[src/rtl/fsl_pkg.sv]
`timescale 1ns/1ps
package fsl_pkg;

    // Loader: waiting for the head sample, filling slots, holding a full frame
    typedef enum logic [1:0] {
        LD_WAIT = 2'd0,
        LD_FILL = 2'd1,
        LD_FULL = 2'd2
    } ld_state_t;

    // Processing stub: idle, counting latency, holding results for the unloader
    typedef enum logic [1:0] {
        PS_IDLE = 2'd0,
        PS_RUN  = 2'd1,
        PS_HOLD = 2'd2
    } ps_state_t;

    // Unloader: idle or streaming a result frame
    typedef enum logic {
        UL_IDLE = 1'b0,
        UL_SEND = 1'b1
    } ul_state_t;

endpackage

[src/rtl/fsl_loader.sv]
`timescale 1ns/1ps
module fsl_loader
    import fsl_pkg::*;
#(
    parameter int FRAME_LEN = 8,
    parameter int SAMPLE_W  = 16
) (
    input  logic                            clk,
    input  logic                            rst,
    input  logic                            rt_mode,
    input  logic                            in_valid,
    input  logic [SAMPLE_W-1:0]             in_re,
    input  logic [SAMPLE_W-1:0]             in_im,
    input  logic                            take,
    output logic                            in_ready,
    output logic                            halt_evt,
    output logic                            frame_full,
    output logic [FRAME_LEN*2*SAMPLE_W-1:0] frame_flat
);

    localparam int IW = (FRAME_LEN > 1) ? $clog2(FRAME_LEN) : 1;
    localparam int PW = 2 * SAMPLE_W;
    localparam logic [IW-1:0] LAST_IDX = IW'(FRAME_LEN - 1);

    ld_state_t        state_q, state_d;
    logic [IW-1:0]    cnt_q;
    logic [PW-1:0]    last_q;
    logic [PW-1:0]    slot_q [FRAME_LEN];
    logic             wr_en;
    logic [PW-1:0]    wr_data;
    logic [PW-1:0]    in_word;

    assign in_word = {in_re, in_im};

    // Next-state logic
    always_comb begin
        state_d = state_q;
        unique case (state_q)
            LD_WAIT: if (in_valid) state_d = LD_FILL;
            LD_FILL: if (wr_en && cnt_q == LAST_IDX) state_d = LD_FULL;
            LD_FULL: if (take) state_d = LD_WAIT;
            default: state_d = LD_WAIT;
        endcase
    end

    // State register
    always_ff @(posedge clk) begin
        if (rst) state_q <= LD_WAIT;
        else     state_q <= state_d;
    end

    // Outputs and slot write control
    always_comb begin
        wr_en      = 1'b0;
        wr_data    = in_word;
        halt_evt   = 1'b0;
        in_ready   = 1'b1;
        frame_full = 1'b0;
        unique case (state_q)
            LD_WAIT: wr_en = in_valid;
            LD_FILL: begin
                if (rt_mode) begin
                    wr_en = 1'b1;
                    if (!in_valid) begin
                        wr_data  = last_q;
                        halt_evt = 1'b1;
                    end
                end else begin
                    wr_en = in_valid;
                end
            end
            LD_FULL: begin
                in_ready   = 1'b0;
                frame_full = 1'b1;
            end
            default: ;
        endcase
    end

    // Slot index and repeat register
    always_ff @(posedge clk) begin
        if (rst) begin
            cnt_q  <= '0;
            last_q <= '0;
        end else if (wr_en) begin
            cnt_q  <= (cnt_q == LAST_IDX) ? '0 : cnt_q + 1'b1;
            last_q <= wr_data;
        end
    end

    // Frame storage
    always_ff @(posedge clk) begin
        if (wr_en) slot_q[cnt_q] <= wr_data;
    end

    generate
        for (genvar g = 0; g < FRAME_LEN; g++) begin : g_flat
            assign frame_flat[g*PW +: PW] = slot_q[g];
        end
    endgenerate


    full_hold_chk: assert property (@(posedge clk) disable iff (rst)
        (state_q == LD_FULL && !take) |=> (state_q == LD_FULL));


    rt_slot_chk: assert property (@(posedge clk) disable iff (rst)
        (rt_mode && state_q == LD_FILL) |=>
        (state_q == LD_FULL || cnt_q == $past(cnt_q) + 1'b1));

endmodule

[src/rtl/fsl_proc_stub.sv]
`timescale 1ns/1ps
module fsl_proc_stub
    import fsl_pkg::*;
#(
    parameter int FRAME_LEN = 8,
    parameter int SAMPLE_W  = 16,
    parameter int PROC_LAT  = 4
) (
    input  logic                                               clk,
    input  logic                                               rst,
    input  logic                                               frame_full,
    input  logic [FRAME_LEN*2*SAMPLE_W-1:0]                    frame_flat,
    input  logic                                               res_done,
    input  logic [((FRAME_LEN > 1) ? $clog2(FRAME_LEN) : 1)-1:0] rd_idx,
    output logic                                               take,
    output logic                                               res_avail,
    output logic [2*SAMPLE_W-1:0]                              rd_data
);

    localparam int PW = 2 * SAMPLE_W;
    localparam int CW = $clog2(PROC_LAT + 1);
    localparam logic [CW-1:0] RUN_LAST = CW'(PROC_LAT - 1);

    ps_state_t     state_q, state_d;
    logic [CW-1:0] run_q;
    logic [PW-1:0] res_q [FRAME_LEN];

    // Next-state logic
    always_comb begin
        state_d = state_q;
        unique case (state_q)
            PS_IDLE: if (frame_full) state_d = PS_RUN;
            PS_RUN:  if (run_q == RUN_LAST) state_d = PS_HOLD;
            PS_HOLD: if (res_done) state_d = PS_IDLE;
            default: state_d = PS_IDLE;
        endcase
    end

    // State register
    always_ff @(posedge clk) begin
        if (rst) state_q <= PS_IDLE;
        else     state_q <= state_d;
    end

    // Outputs
    always_comb begin
        take      = 1'b0;
        res_avail = 1'b0;
        unique case (state_q)
            PS_IDLE: take = frame_full;
            PS_RUN:  ;
            PS_HOLD: res_avail = 1'b1;
            default: ;
        endcase
    end

    // Latency counter
    always_ff @(posedge clk) begin
        if (rst || state_q != PS_RUN) run_q <= '0;
        else                          run_q <= run_q + 1'b1;
    end

    // Pass-through transform: capture the frame when it is taken
    always_ff @(posedge clk) begin
        if (take) begin
            for (int i = 0; i < FRAME_LEN; i++) begin
                res_q[i] <= frame_flat[i*PW +: PW];
            end
        end
    end

    assign rd_data = res_q[rd_idx];


    run_progress_chk: assert property (@(posedge clk) disable iff (rst)
        (state_q == PS_RUN) |=> (state_q != PS_IDLE));

endmodule

[src/rtl/fsl_unloader.sv]
`timescale 1ns/1ps
module fsl_unloader
    import fsl_pkg::*;
#(
    parameter int FRAME_LEN = 8,
    parameter int SAMPLE_W  = 16
) (
    input  logic                                               clk,
    input  logic                                               rst,
    input  logic                                               rt_mode,
    input  logic                                               res_avail,
    input  logic                                               out_ready,
    input  logic [2*SAMPLE_W-1:0]                              rd_data,
    output logic [((FRAME_LEN > 1) ? $clog2(FRAME_LEN) : 1)-1:0] rd_idx,
    output logic                                               res_done,
    output logic                                               out_valid,
    output logic [SAMPLE_W-1:0]                                out_re,
    output logic [SAMPLE_W-1:0]                                out_im
);

    localparam int IW = (FRAME_LEN > 1) ? $clog2(FRAME_LEN) : 1;
    localparam logic [IW-1:0] LAST_IDX = IW'(FRAME_LEN - 1);

    ul_state_t     state_q, state_d;
    logic [IW-1:0] idx_q;
    logic          beat;

    // Next-state logic
    always_comb begin
        state_d = state_q;
        unique case (state_q)
            UL_IDLE: if (res_avail) state_d = UL_SEND;
            UL_SEND: if (beat && idx_q == LAST_IDX) state_d = UL_IDLE;
            default: state_d = UL_IDLE;
        endcase
    end

    // State register
    always_ff @(posedge clk) begin
        if (rst) state_q <= UL_IDLE;
        else     state_q <= state_d;
    end

    // Outputs
    always_comb begin
        out_valid = 1'b0;
        beat      = 1'b0;
        res_done  = 1'b0;
        unique case (state_q)
            UL_IDLE: ;
            UL_SEND: begin
                out_valid = 1'b1;
                beat      = rt_mode || out_ready;
                res_done  = beat && (idx_q == LAST_IDX);
            end
            default: ;
        endcase
    end

    // Read index
    always_ff @(posedge clk) begin
        if (rst || state_q == UL_IDLE) idx_q <= '0;
        else if (beat)                 idx_q <= idx_q + 1'b1;
    end

    assign rd_idx = idx_q;
    assign out_re = rd_data[2*SAMPLE_W-1:SAMPLE_W];
    assign out_im = rd_data[SAMPLE_W-1:0];


    hold_stall_chk: assert property (@(posedge clk) disable iff (rst)
        (!rt_mode && out_valid && !out_ready) |=> (out_valid && $stable(idx_q)));


    rt_stream_chk: assert property (@(posedge clk) disable iff (rst)
        (rt_mode && out_valid && idx_q != LAST_IDX) |=>
        (out_valid && idx_q == $past(idx_q) + 1'b1));

endmodule

[src/rtl/frame_stream_loader.sv]
`timescale 1ns/1ps
module frame_stream_loader #(
    parameter int FRAME_LEN = 8,
    parameter int SAMPLE_W  = 16,
    parameter int PROC_LAT  = 4
) (
    input  logic                clk,
    input  logic                rst,
    input  logic                rt_mode,
    input  logic                in_valid,
    input  logic [SAMPLE_W-1:0] in_re,
    input  logic [SAMPLE_W-1:0] in_im,
    output logic                in_ready,
    output logic                out_valid,
    input  logic                out_ready,
    output logic [SAMPLE_W-1:0] out_re,
    output logic [SAMPLE_W-1:0] out_im,
    output logic                halt_evt
);

    localparam int IW = (FRAME_LEN > 1) ? $clog2(FRAME_LEN) : 1;
    localparam int PW = 2 * SAMPLE_W;

    logic                    take;
    logic                    frame_full;
    logic [FRAME_LEN*PW-1:0] frame_flat;
    logic                    res_avail;
    logic                    res_done;
    logic [IW-1:0]           rd_idx;
    logic [PW-1:0]           rd_data;

    fsl_loader #(
        .FRAME_LEN (FRAME_LEN),
        .SAMPLE_W  (SAMPLE_W)
    ) u_loader (
        .clk        (clk),
        .rst        (rst),
        .rt_mode    (rt_mode),
        .in_valid   (in_valid),
        .in_re      (in_re),
        .in_im      (in_im),
        .take       (take),
        .in_ready   (in_ready),
        .halt_evt   (halt_evt),
        .frame_full (frame_full),
        .frame_flat (frame_flat)
    );

    fsl_proc_stub #(
        .FRAME_LEN (FRAME_LEN),
        .SAMPLE_W  (SAMPLE_W),
        .PROC_LAT  (PROC_LAT)
    ) u_stub (
        .clk        (clk),
        .rst        (rst),
        .frame_full (frame_full),
        .frame_flat (frame_flat),
        .res_done   (res_done),
        .rd_idx     (rd_idx),
        .take       (take),
        .res_avail  (res_avail),
        .rd_data    (rd_data)
    );

    fsl_unloader #(
        .FRAME_LEN (FRAME_LEN),
        .SAMPLE_W  (SAMPLE_W)
    ) u_unloader (
        .clk       (clk),
        .rst       (rst),
        .rt_mode   (rt_mode),
        .res_avail (res_avail),
        .out_ready (out_ready),
        .rd_data   (rd_data),
        .rd_idx    (rd_idx),
        .res_done  (res_done),
        .out_valid (out_valid),
        .out_re    (out_re),
        .out_im    (out_im)
    );


    ready_after_take_chk: assert property (@(posedge clk) disable iff (rst)
        take |=> in_ready);

endmodule

[config.mk]
export PLATFORM = sky130hd
export DESIGN_NAME = frame_stream_loader
export DESIGN_NICKNAME = d
export VERILOG_FILES = /design/src/rtl/fsl_pkg.sv /design/src/rtl/fsl_loader.sv /design/src/rtl/fsl_proc_stub.sv /design/src/rtl/fsl_unloader.sv /design/src/rtl/frame_stream_loader.sv
export SDC_FILE = /design/constraint.sdc
export NUM_CORES = 1
export LEC_CHECK = 0
export CAP_MARGIN = 20
export CELL_PAD_IN_SITES_DETAIL_PLACEMENT = 1
export CELL_PAD_IN_SITES_GLOBAL_PLACEMENT = 1
export CORE_AREA = 10 10 204 206
export DETAILED_ROUTE_END_ITERATION = 10
export DIE_AREA = 0 0 214 216
export PLACE_DENSITY_LB_ADDON = 0.1
export SYNTH_ARGS = -nofsm -noshare
export SYNTH_HDL_FRONTEND = slang
export SYNTH_SLANG_ARGS = --single-unit
[constraint.sdc]
create_clock -name clk -period 23.9 [get_ports clk]
set_input_delay 4.78 -clock clk [delete_from_list [all_inputs] [get_ports clk]]
set_output_delay 4.78 -clock clk [all_outputs]
set_load 0.05 [all_outputs]
==> results_dict.tcl <==
set metrics [dict create \
    crit_path_frequent_cell "clkdlybuf4s50_1" \
    hpwlAfterDp_um 20500 \
    netlist-cell-type-count 33 \
    cpLargestDelayFamily "buffers and inverters" \
    fin_skew_ns 0.0155 \
    grt_pass1_vias 9166 \
    postLayoutSetupSlackWorst_ns 12.04 \
    async_flop_share_pct 0 \
    setup_total_negative_slack_ns 0 \
    drt_iter0_drc 486 \
    yosysMostFrequentCell "edfxtp_1" \
    cts_resized 0 \
    yosysTopAreaCellShare_pct 78.1 \
    synth_sequential_area_ratio_pct 83.1 \
    final.hold.worst_slack_ns 0.415 \
    fin_crit_ns 11.86 \
    routed_wl_um 37900 \
    grt_overflow 0 \
    crit_path_start "rt_mode" \
    cts_max_path_buffers 3 \
    synth_fp_nets 930 \
    final_layout_size_suffix_gt1_share_pct 19.0 \
    critical_path_required_ns 19.12 \
    timing.critical_path.arrival_ns 7.08 \
    num_antenna_cells 0 \
    crit_path_max_incr_delay_ns 0.92 \
    p_leak_nw 7.25 \
    fmaxAchievable_ghz 0.0843 \
    cellPowerDensity_nw_per_um2 85.0 \
    nets 1039 \
    worst-path-max-fanout 33 \
    hold_path.class "flip-flop to flip-flop" \
    fillers 3076 \
    antenna_found_initial 0 \
    unrepaired_setup_endpoints_after_global_routing "false" \
    hold_buffers 0 \
    fp.dieArea_um2 46200 \
    postCtsSetupBuffers 0 \
    die_width_um 214 \
    timing.critical_path.buf_inv 3 \
    clk_pin_slew_ns 0.06 \
    netlist_area_um2 19700 \
    clock_tree_root "clkbuf_16" \
    max_slew.worst_pin.slew_ns 1.14 \
    ir_worst_vdd_mv 0.0642 \
    final_number_of_setup_violating_endpoints 0 \
    ys.warnings.count 0 \
    min_from "u_loader.slot_q[1][24]" \
    status "finished clean" \
    cts.sink_count 561 \
    floorplan.io_pins 72 \
    clock_latency_ns 0.58 \
    sw_frac_of_total_pct 19.5 \
    start_kind "primary input" \
    coreArea_um2 37400 \
    synth.top_cells.by_count "512 x edfxtp_1, 70 x nand2_1, 65 x mux2_2" \
    crit_end_category "output port" \
    pwr-share-comb_pct 2.2 \
    mean_cell_area_of_the_mapped_netlist_um2 22.2 \
    cts_tree "done" \
    place_inst 1450 \
    place_ws_ns 12.00 \
    finalCritPeriodShare_pct 49.6 \
    share_clk_of_total_power_pct 41.4 \
    grt_pass1_wl_um 57300 \
    detail_route.first_pass.iterations 5 \
    postRouteAntennaNets 0 \
    post_drt_wl_per_cell_um 24.4 \
    postSynth.topFlopCell "edfxtp_1" \
    viasPerCell 5.48 \
    pin_count_of_the_biggest_net_entering_global_routing 179 \
    net-switching-power_mw 0.376 \
    synth_seq_cells 561 \
    yosysTopAreaCell "edfxtp_1" \
    gpl.final_weighted_congestion 0.692 \
    worst_flop_to_flop_path_startpoint "u_loader.state_q[1]" \
    vias 8507 \
    cpMaxStageDelayCell "clkdlybuf4s50_1" \
    cts_made_buffers 54 \
    sequentialPowerShare_pct 56.4 \
    worstPathCellList "clkdlybuf4s50_1 -> nand2_1 -> nor3_4 -> buf_4 -> clkdlybuf4s50_1" \
    initial_utilization_pct 52.6 \
    route.detailed.drc 0 \
    setup.worst_path.class "primary input to output port" \
    dieHeight_um 216 \
    std_cell_rows 71 \
    number_of_synthesized_flops_with_an_enable_pin 512 \
    finalMaxSlewViolations 0 \
    synthToLayoutAreaGrowth_pct 15.5 \
    power_report.internal_total_mw 1.56 \
    post_layout_nonfiller_instances 1552 \
    regArea_um2 16400 \
    timing.max_cap.violations 0 \
    worst_slew_margin_rel_pct 23.5 \
    grt_use_total_pct 16.4 \
    multiInputGateArea_um2 3190 \
    hold_viol_final 0 \
    synth_top_cells_by_area "edfxtp_1 78%, mux4_1 5.3%, dfxtp_1 5.0%" \
    clock_tree.htree_level_count 2 \
    numPortBuffers 71 \
    post_synth_inst_count 887 \
]
==> through the flow <==
stage	util [%]	instance area, µm²	total power, mW
after global placement	56.2	21000	1.15
after CTS	60.8	22700	1.95
after global routing	60.8	22700	2.00
after floorplan	-	19700	1.13
final	60.8	22700	1.93
after detailed placement	56.3	21000	1.15
==> layout by cell type, fill, tap and decap left out, types with 8 or more instances in the layout <==
cell type | Yosys | routed
mux4_1 | 40 | 40
mux2_2 | 65 | 65
clkbuf_8 | 0 | 8
mux4_2 | 24 | 24
dfxtp_1 | 49 | 46
clkbuf_1 | 11 | 17
clkbuf_16 | 0 | 55
nor2_1 | 11 | 10
buf_4 | 3 | 14
clkdlybuf4s50_1 | 0 | 70
a21oi_1 | 39 | 39
nand2_1 | 70 | 70
edfxtp_1 | 512 | 512
==> metal layers <==
| layer | routed length (µm) | global-route usage, % | vias up |
|---|---|---|---|
| met5 | 0 | 0 | - |
| met4 | 622 | 4.31 | 0 |
| met3 | 1680 | 2.91 | 47 |
| met2 | 18800 | 27.3 | 177 |
| met1 | 16800 | 22.0 | 4482 |
| li1 | - | - | 3801 |
==> flip-flops by register name, summed over array words and instances, names as in the netlist, named ones only <==
name                flops
u_loader.cnt_q          3
u_loader.last_q        32
u_loader.slot_q       256
u_loader.state_q        2
u_stub.res_q          256
u_stub.run_q            3
u_stub.state_q          2
u_unloader.rd_idx       3
u_unloader.state_q      1
==> logic make-up after synthesis <==
group,Yosys count,share of synthesized area [%]
DFF,561,83.1
buffers and inverters,37,1.06
AOI/OAI and AO/OA,49,1.30
adders and majority gates,6,0.381
and+or+nand+nor,103,2.29
xor gates and xnor gates,1,0.0445
muxes,130,11.9
==> final timing paths <==
kind / end / slack (ns) / cells after the start
max: halt_evt / 12.04 / 5
min: u_stub.res_q[1][24] / 0.42 / 0
max reg2reg: u_stub.res_q[0][19] / 20.78 / 4
min reg2reg: u_stub.res_q[1][24] / 0.42 / 0
==> power by group through the flow <==
stage	sequential [mW]	combinational (mW)	clock, mW
floorplan	1.11	0.0203	0
global placement	1.11	0.0414	0
detailed placement	1.11	0.0428	0
CTS	1.09	0.0431	0.818
global route	1.09	0.0466	0.864
finish	1.09	0.0426	0.801
==> final cells by class <==
type | instances | area share, %
clock inverter | 21 | 0.633
tap | 511 | 2.81
multi-input combinational | 289 | 14.0
inverter | 3 | 0.0495
timing repair buffer | 87 | 3.70
sequential | 561 | 72.0
clock buffer | 80 | 6.82
Power figures use the tool's default switching activity.
